===== src/rtl/mac_slice.sv =====
module mac_slice #(
  parameter int AW = 18,
  parameter int BW = 18,
  parameter int PW = 48,
  parameter int SH = 17
) (
  input  logic          clk,
  input  logic          rst,
  input  logic          p_en,
  input  logic [AW-1:0] a,
  input  logic [BW-1:0] b,
  input  logic [PW-1:0] c,
  input  logic [PW-1:0] cas_in,
  input  logic [6:0]    opmode,
  input  logic          sub,
  input  logic          cin,
  output logic [PW-1:0] p,
  output logic [PW-1:0] cas_out,
  output logic          op_bad
);
  localparam int MW = AW + BW;
  localparam int BL = BW / 2;
  localparam int BH = BW - BL;

  logic [AW-1:0] a_q;
  logic [BW-1:0] b_q;
  logic [PW-1:0] c_q;
  logic [6:0]    op_q;
  logic          sub_q, cin_q;

  always_ff @(posedge clk) begin
    if (rst) begin
      a_q <= '0; b_q <= '0; c_q <= '0; op_q <= '0; sub_q <= 1'b0; cin_q <= 1'b0;
    end else begin
      a_q <= a; b_q <= b; c_q <= c; op_q <= opmode; sub_q <= sub; cin_q <= cin;
    end
  end

  logic [PW-1:0] a_x, blo_x, bhi_x, pp_lo, pp_hi;
  assign a_x   = {{(PW-AW){a_q[AW-1]}}, a_q};
  assign blo_x = {{(PW-BL){1'b0}}, b_q[BL-1:0]};
  assign bhi_x = {{(PW-BH){b_q[BW-1]}}, b_q[BW-1:BL]};
  assign pp_lo = a_x * blo_x;
  assign pp_hi = (a_x * bhi_x) << BL;

  logic [PW-1:0] xv, yv, zv, sum, nxt;

  always_comb begin
    case (op_q[1:0])
      2'b01:   xv = pp_lo;
      2'b10:   xv = p;
      2'b11:   xv = {{(PW-MW){1'b0}}, a_q, b_q};
      default: xv = '0;
    endcase
    case (op_q[3:2])
      2'b01:   yv = pp_hi;
      2'b11:   yv = c_q;
      default: yv = '0;
    endcase
    case (op_q[6:4])
      3'b001:  zv = cas_in;
      3'b010:  zv = p;
      3'b011:  zv = c_q;
      3'b101:  zv = PW'($signed(cas_in) >>> SH);
      3'b110:  zv = PW'($signed(p) >>> SH);
      default: zv = '0;
    endcase
  end

  logic x_mul, y_mul, bad;
  assign x_mul = (op_q[1:0] == 2'b01);
  assign y_mul = (op_q[3:2] == 2'b01);
  assign bad   = (x_mul != y_mul) || (op_q[3:2] == 2'b10) ||
                 (op_q[6:4] == 3'b100) || (op_q[6:4] == 3'b111);

  assign sum = xv + yv + {{(PW-1){1'b0}}, cin_q};
  assign nxt = sub_q ? (zv - sum) : (zv + sum);

  always_ff @(posedge clk) begin
    if (rst) begin
      p      <= '0;
      op_bad <= 1'b0;
    end else if (p_en) begin
      p      <= bad ? '0 : nxt;
      op_bad <= bad;
    end
  end

  assign cas_out = p;
endmodule



===== config.mk =====
export PLATFORM = sky130hd
export DESIGN_NAME = mac_slice
export DESIGN_NICKNAME = d
export VERILOG_FILES = /design/src/rtl/mac_slice.sv
export SDC_FILE = /design/constraint.sdc
export NUM_CORES = 1
export LEC_CHECK = 0
export BUFFER_PORTS_ARGS = -buffer_cell sky130_fd_sc_hd__buf_2
export CORE_UTILIZATION = 53
export CTS_CLUSTER_DIAMETER = 200
export DETAILED_ROUTE_END_ITERATION = 16
export PLACE_DENSITY = 0.78
export SLEW_MARGIN = 20
export SYNTH_ARGS = -nofsm -noshare
export SYNTH_HDL_FRONTEND = slang
export SYNTH_SLANG_ARGS = --single-unit

===== constraint.sdc =====
create_clock -name clk -period 22.4 [get_ports clk]
set_input_delay 4.48 -clock clk [delete_from_list [all_inputs] [get_ports clk]]
set_output_delay 4.48 -clock clk [all_outputs]
set_load 0.05 [all_outputs]

* Word-level counts from Yosys, hierarchy flattened
Index checks and enable logic that the tools add are counted.
** Storage, ports and cells
- Input port bits :: 144
- Register bits :: 142
- Output and inout port bits :: 97
** Operators by class
- $mul :: 2
- Multiplexer cells :: 5
- Equal/unequal tests :: 14
- Reduce and logical (&&, ||, !) cells :: 3
- $add $sub $neg :: 4
** Operators by type and width (count)
- 48-bit one-hot mux with 5 select lines :: 1
- 48-bit one-hot mux with 3 select lines :: 1
- 48-bit adder :: 2
- 48-bit 2-to-1 mux :: 2
- 48-bit one-hot mux with 2 select lines :: 1
- 48-bit by 1-bit adder with 48-bit output :: 1
- 48-bit subtractor :: 1
- 18-bit by 10-bit multiplier with 28-bit output :: 1
- 18-bit by 9-bit multiplier with 27-bit output :: 1
- 3-bit == test (second input constant) :: 4
- 2-bit == test (second input constant) :: 4
- 3-bit by 2-bit == test with 1-bit output (second input constant) :: 2
- 2-bit by 1-bit == test with 1-bit output (second input constant) :: 2
- 3-bit by 1-bit == test with 1-bit output (second input constant) :: 1
- 1-bit logical OR :: 3
- 1-bit inequality test :: 1

* Longest topological paths before layout
- Word-level depth :: 7
- Mapped depth :: 52
- Mapped depth without buffers :: 48

* Least setup slack after synthesis
No wires, ideal clock.
- Kind :: register to register
- Start :: register b_q[1]
- End :: register p[47], in the netlist cas_out[47]
- Stages on the path, launching flop included :: 44
- Period minus slack after synthesis :: 10762 ps
- Required time :: 22283 ps
- Library setup time :: 117 ps
- Path buffers :: 3
- Arrival :: 10646 ps
- Slack :: 11638 ps
- Cell sequence :: dfxtp_1 > clkbuf_1 > clkbuf_1 > nand2_1 > fa_1 > inv_1 > fa_1 > inv_1 > fa_1 > inv_1 > fa_1 > inv_1 > fa_1 > inv_1 > ha_1 > a21boi_0 > o21bai_1 > a21oi_1 > [... 8 more ...] > nand4_1 > or3_1 > a31oi_1 > o221ai_1 > o21ai_0 > mux2i_1 > a211oi_1 > or4_1 > nor4b_4 > a21oi_1 > xor2_1 > ha_1 > a21oi_1 > nor2_1 > a311oi_1 > xnor2_1 > xnor3_1 > a22o_1
** On the way
- Cells in the longest elaborated chain, start to end :: 7
- Elaborated cells between the ends (all ways) :: 8
- Classes of those cells :: add/sub: 4; mul: 1; mux: 3
** RTL lines
- start: declaration :: line 26 : logic [BW-1:0] b_q;
- start signal: assignment :: line 33 : a_q <= '0; b_q <= '0; c_q <= '0; op_q <= '0; sub_q <= 1'b0; cin_q <= 1'b0;
- start signal: assignment :: line 35 : a_q <= a; b_q <= b; c_q <= c; op_q <= opmode; sub_q <= sub; cin_q <= cin;
- 18-bit by 10-bit multiplier with 28-bit output :: line 43 : assign pp_lo = a_x * blo_x;
- 48-bit one-hot mux with 3 select lines * :: line 49 : case (op_q[1:0])
- 48-bit adder * :: line 76 : assign sum = xv + yv + {{(PW-1){1'b0}}, cin_q};
- 48-bit by 1-bit adder with 48-bit output * :: line 76
- 48-bit adder / 48-bit subtractor (equally long branches) :: line 77 : assign nxt = sub_q ? (zv - sum) : (zv + sum);
- 48-bit 2-to-1 mux * :: line 77
- 48-bit 2-to-1 mux * :: line 84 : p <= bad ? '0 : nxt;
- end signal: assignment :: line 84
- end: declaration :: line 17 : output logic [PW-1:0] p,
Mark *: on every way between the ends. The rest lies on a longest branch, timed or not.
A chain may end at the register's enable or synchronous reset.

* Final worst setup path
- Start :: register a_q[7]
- End :: register p[47], in the netlist cas_out[47]
** On the way
- Cells in the longest elaborated chain, start to end :: 7
- Elaborated cells between the ends (all ways) :: 10
- Classes of those cells :: add/sub: 4; mul: 2; mux: 4
** RTL lines
- start: declaration :: line 25 : logic [AW-1:0] a_q;
- start signal: assignment :: line 33
- start signal: assignment :: line 35
- 18-bit by 10-bit multiplier with 28-bit output / 18-bit by 9-bit multiplier with 27-bit output (equally long branches) :: line 43, 44
- 48-bit one-hot mux with 3 select lines / 48-bit one-hot mux with 2 select lines (equally long branches) :: line 49, 55
- 48-bit adder * :: line 76
- 48-bit by 1-bit adder with 48-bit output * :: line 76
- 48-bit adder / 48-bit subtractor (equally long branches) :: line 77
- 48-bit 2-to-1 mux * :: line 77
- 48-bit 2-to-1 mux * :: line 84
Marks and branches as above.

==> flow_metrics.py <==
metrics = {
    "routing": {
        "ant_nets": 0,
        "vias": 22700,
        "drc": 9,
        "via_per_inst": 5.93,
        "drt-met1-wl_um": 32800,
        "drt_pass1_iterations": 14,
        "highest_layer": "met5",
        "route.met2.wl_um": 34000,
        "drt_iter0_drc": 2131,
        "finalWirelength_um": 77900,
        "wl_met3_um": 7130,
        "wl_per_cell_um": 20.3,
    },
    "power_and_ir_drop": {
        "peakVddDrop_mv": 0.0785,
        "power.density_mw_per_mm2": 55.7,
        "fin_total_pwr_w": 0.00150,
        "leakage_nw": 13.6,
    },
    "placed_design": {
        "dp_hpwl_um": 62000,
        "place_congestion": 1.02,
        "post_dp_cell_area_sq_mm": 0.0264,
        "portBuffers": 240,
        "place_inst": 3799,
    },
    "timing": {
        "tightest_slew_ps": 1000,
        "relSlewSlack_pct": 32.5,
        "skew_ps": 26.7,
        "timing.fmax_ghz": 0.0806,
        "finalSetupViolCount": 0,
        "rsz0062_at_grt": "false",
        "finalHoldViolCount": 0,
        "tns_ps": 0,
        "min_period_ps": 12400,
        "period_share_pct": 55.4,
        "timing_max_transition_violations_final": 0,
    },
    "final_layout": {
        "antenna_cells": 0,
        "fin_cells": 3831,
        "final_layout_size_suffix_gt1_share_pct": 11.0,
        "layout.nets": 3838,
        "area_growth_pct": 6.82,
        "final_area_sq_mm": 0.0270,
    },
    "cts": {
        "clock_path_buffers": 2,
        "clock_latency_ps": 510,
        "cts_tree": "yes",
        "post_cts_buffers": 0,
        "cts_sinks": 142,
        "numCtsBuffers": 17,
        "htreeDepth": 4,
        "holdBufCountCts": 0,
        "cts-root-buf": "clkbuf_16",
        "ctsResizeCount": 0,
        "clk_pin_slew_ps": 80,
    },
    "setup_path": {
        "cp_slowest_cell": "dfxtp_1",
        "crit_fanout": 19,
        "end_kind": "flip-flop",
        "worstPathRequired_ps": 22790,
        "r2r_end": "cas_out[47]$_SDFFE_PP0P_",
        "cp-start-kind": "flip-flop",
        "r2r_start": "a_q[7]$_SDFF_PP0_",
        "cp.depth": 42,
        "path_buf_inv": 5,
        "r2r_setup_slack_ps": 10000,
        "cp_slowest_stage_delay_ps": 900,
        "reg2reg_depth": 42,
        "worstPathArrival_ps": 12790,
        "crit_type": "reg -> reg",
        "path_delay_family": "adder cells",
    },
    "min_path": {
        "hp-start": "op_bad$_SDFFE_PP0P_",
        "min_path_type": "reg -> reg",
        "hold_end": "op_bad$_SDFFE_PP0P_",
        "holdPathStages": 2,
    },
    "global_routing": {
        "grt_max_degree": 74,
        "antenna_found_initial": 1,
        "grt_usage_pct": 33.2,
        "globalRouteOverflowTotal": 0,
        "grt_pass1_wl_um": 123000,
        "grt_pass1_vias": 22300,
    },
    "floorplanning": {
        "initial_utilization_pct": 54.0,
        "die_w_um": 220,
        "design.die.area_sq_mm": 0.0486,
        "rows": 79,
        "core_area_sq_mm": 0.0469,
        "io_pins": 241,
        "die_h_um": 220,
    },
    "yosys": {
        "yosys_warnings": 0,
        "async_reset_ff_share_pct": 0,
        "yosysUniqueCellTypes": 85,
        "synth_ff_type": "dfxtp_1",
        "postSynthCellCount": 3153,
        "synth-seq-cells": 142,
        "synth_top_cells_by_area": "fa_1 (22%), dfxtp_1 (11%), ha_1 (10%)",
        "synth_edf_count": 0,
        "syn_nets": 3780,
        "synth_top_area_cell": "fa_1",
        "yosysTopAreaCellShare_pct": 21.5,
        "synth_area_sq_mm": 0.0253,
        "syn_area_per_cell_sq_um": 8.02,
        "yosysSeqAreaShare_pct": 11.2,
    },
    "flow_run": {
        "maxCapViolCount": 0,
    },
    "run_status": {
        "violations": "DRC",
        "status": "finished with violations",
    },
}
[synth_stat cells (101+ instances only)]
cell and instances:
a21oi_1 160, a21o_1 102, nor2b_1 135, xnor2_1 101
dfxtp_1 142, clkbuf_1 164, fa_1 272, inv_1 300
o21ai_0 205, nor2_1 147, and2_1 185, ha_1 211
nand2_1 352
[worst register-to-register path, delay by kind of cell, from the launching register on]
| kind | cells | cell delay (ps) |
|---|---|---|
| buf+inv | 5 | 250 |
| simple gates | 11 | 3010 |
| flops | 1 | 900 |
| xor+xnor | 4 | 1050 |
| compound gates | 14 | 3350 |
| fa+ha+maj | 8 | 3710 |
[layout make-up]
| cell class | instances | area (sq um) |
|---|---|---|
| multi-input cells | 2479 | 20300 |
| fillers | 4312 | 19800 |
| flip-flops and latches | 142 | 2850 |
| repair buffers | 270 | 1430 |
| inverters | 301 | 1130 |
| well taps | 607 | 759 |
| clock buffers | 17 | 425 |
| clock inverters | 15 | 148 |
[flip-flops by register name, indices dropped and copies added (netlist names)]
name / flops
c_q: 48
a_q: 18
sub_q: 1
cas_out: 48
cin_q: 1
op_q: 7
op_bad: 1
b_q: 18
[stage by stage]
step,utilization (%),hold slack [ps],setup slack (ps)
after floorplan,-,684,11640
after global placement,56.4,465,10380
after detailed placement,56.4,477,10290
after CTS,57.7,492,10230
after global routing,57.7,528,8950
final,57.7,488,10000
[power breakdown]
group          switching [W]  internal [W]
Sequential         0.0000563      0.000272
Combinational       0.000540      0.000344
Clock               0.000137      0.000155
[per-layer routing]
metal  GRT usage [%]  vias to the layer above
met4            17.1                        2
met5               0                        -
met3            7.29                      219
li1                -                    10600
met2            50.6                     1059
met1            44.2                    10800
[cell families after synthesis]
group | count (synthesis) | share of synthesized area (%)
compound gates | 690 | 17.3
mux | 96 | 3.94
fa+ha+maj | 483 | 32.0
simple gates | 1038 | 20.9
xor+xnor | 172 | 6.01
buf+inv | 532 | 8.64
flops | 142 | 11.2
[how the worst max path moves through the flow]
| stage | startpoint | end | slack [ps] |
|---|---|---|---|
| 6_report | a_q[7]$_SDFF_PP0_ | cas_out[47]$_SDFFE_PP0P_ | 10000 |
| 5_1_grt | a_q[7]$_SDFF_PP0_ | cas_out[47]$_SDFFE_PP0P_ | 8950 |
| 4_1_cts | a_q[7]$_SDFF_PP0_ | cas_out[47]$_SDFFE_PP0P_ | 10230 |
| 3_5_place_dp | a_q[7]$_SDFF_PP0_ | cas_out[47]$_SDFFE_PP0P_ | 10290 |
| 3_3_place_gp | a_q[7]$_SDFF_PP0_ | cas_out[47]$_SDFFE_PP0P_ | 10380 |
| 2_1_floorplan | b_q[1]$_SDFF_PP0_ | cas_out[47]$_SDFFE_PP0P_ | 11640 |
[cell usage in the layout, fill, tap and decap left out, types with 27 or more instances in the layout]
master and count:
a21oi_1 160, o21ai_0 205, dfxtp_1 138, nor2b_1 133, xor2_1 70, buf_2 239
nand3_1 36, buf_4 31, and3_1 27, ha_1 211, and2_1 185, nand2b_1 34
mux2i_1 68, nor3_1 33, inv_1 300, nand2_1 352, nor2_1 146, mux2_2 28
a22oi_1 32, fa_1 272, xnor2_1 101, a21o_1 102
(Power assumes the default switching activity.)
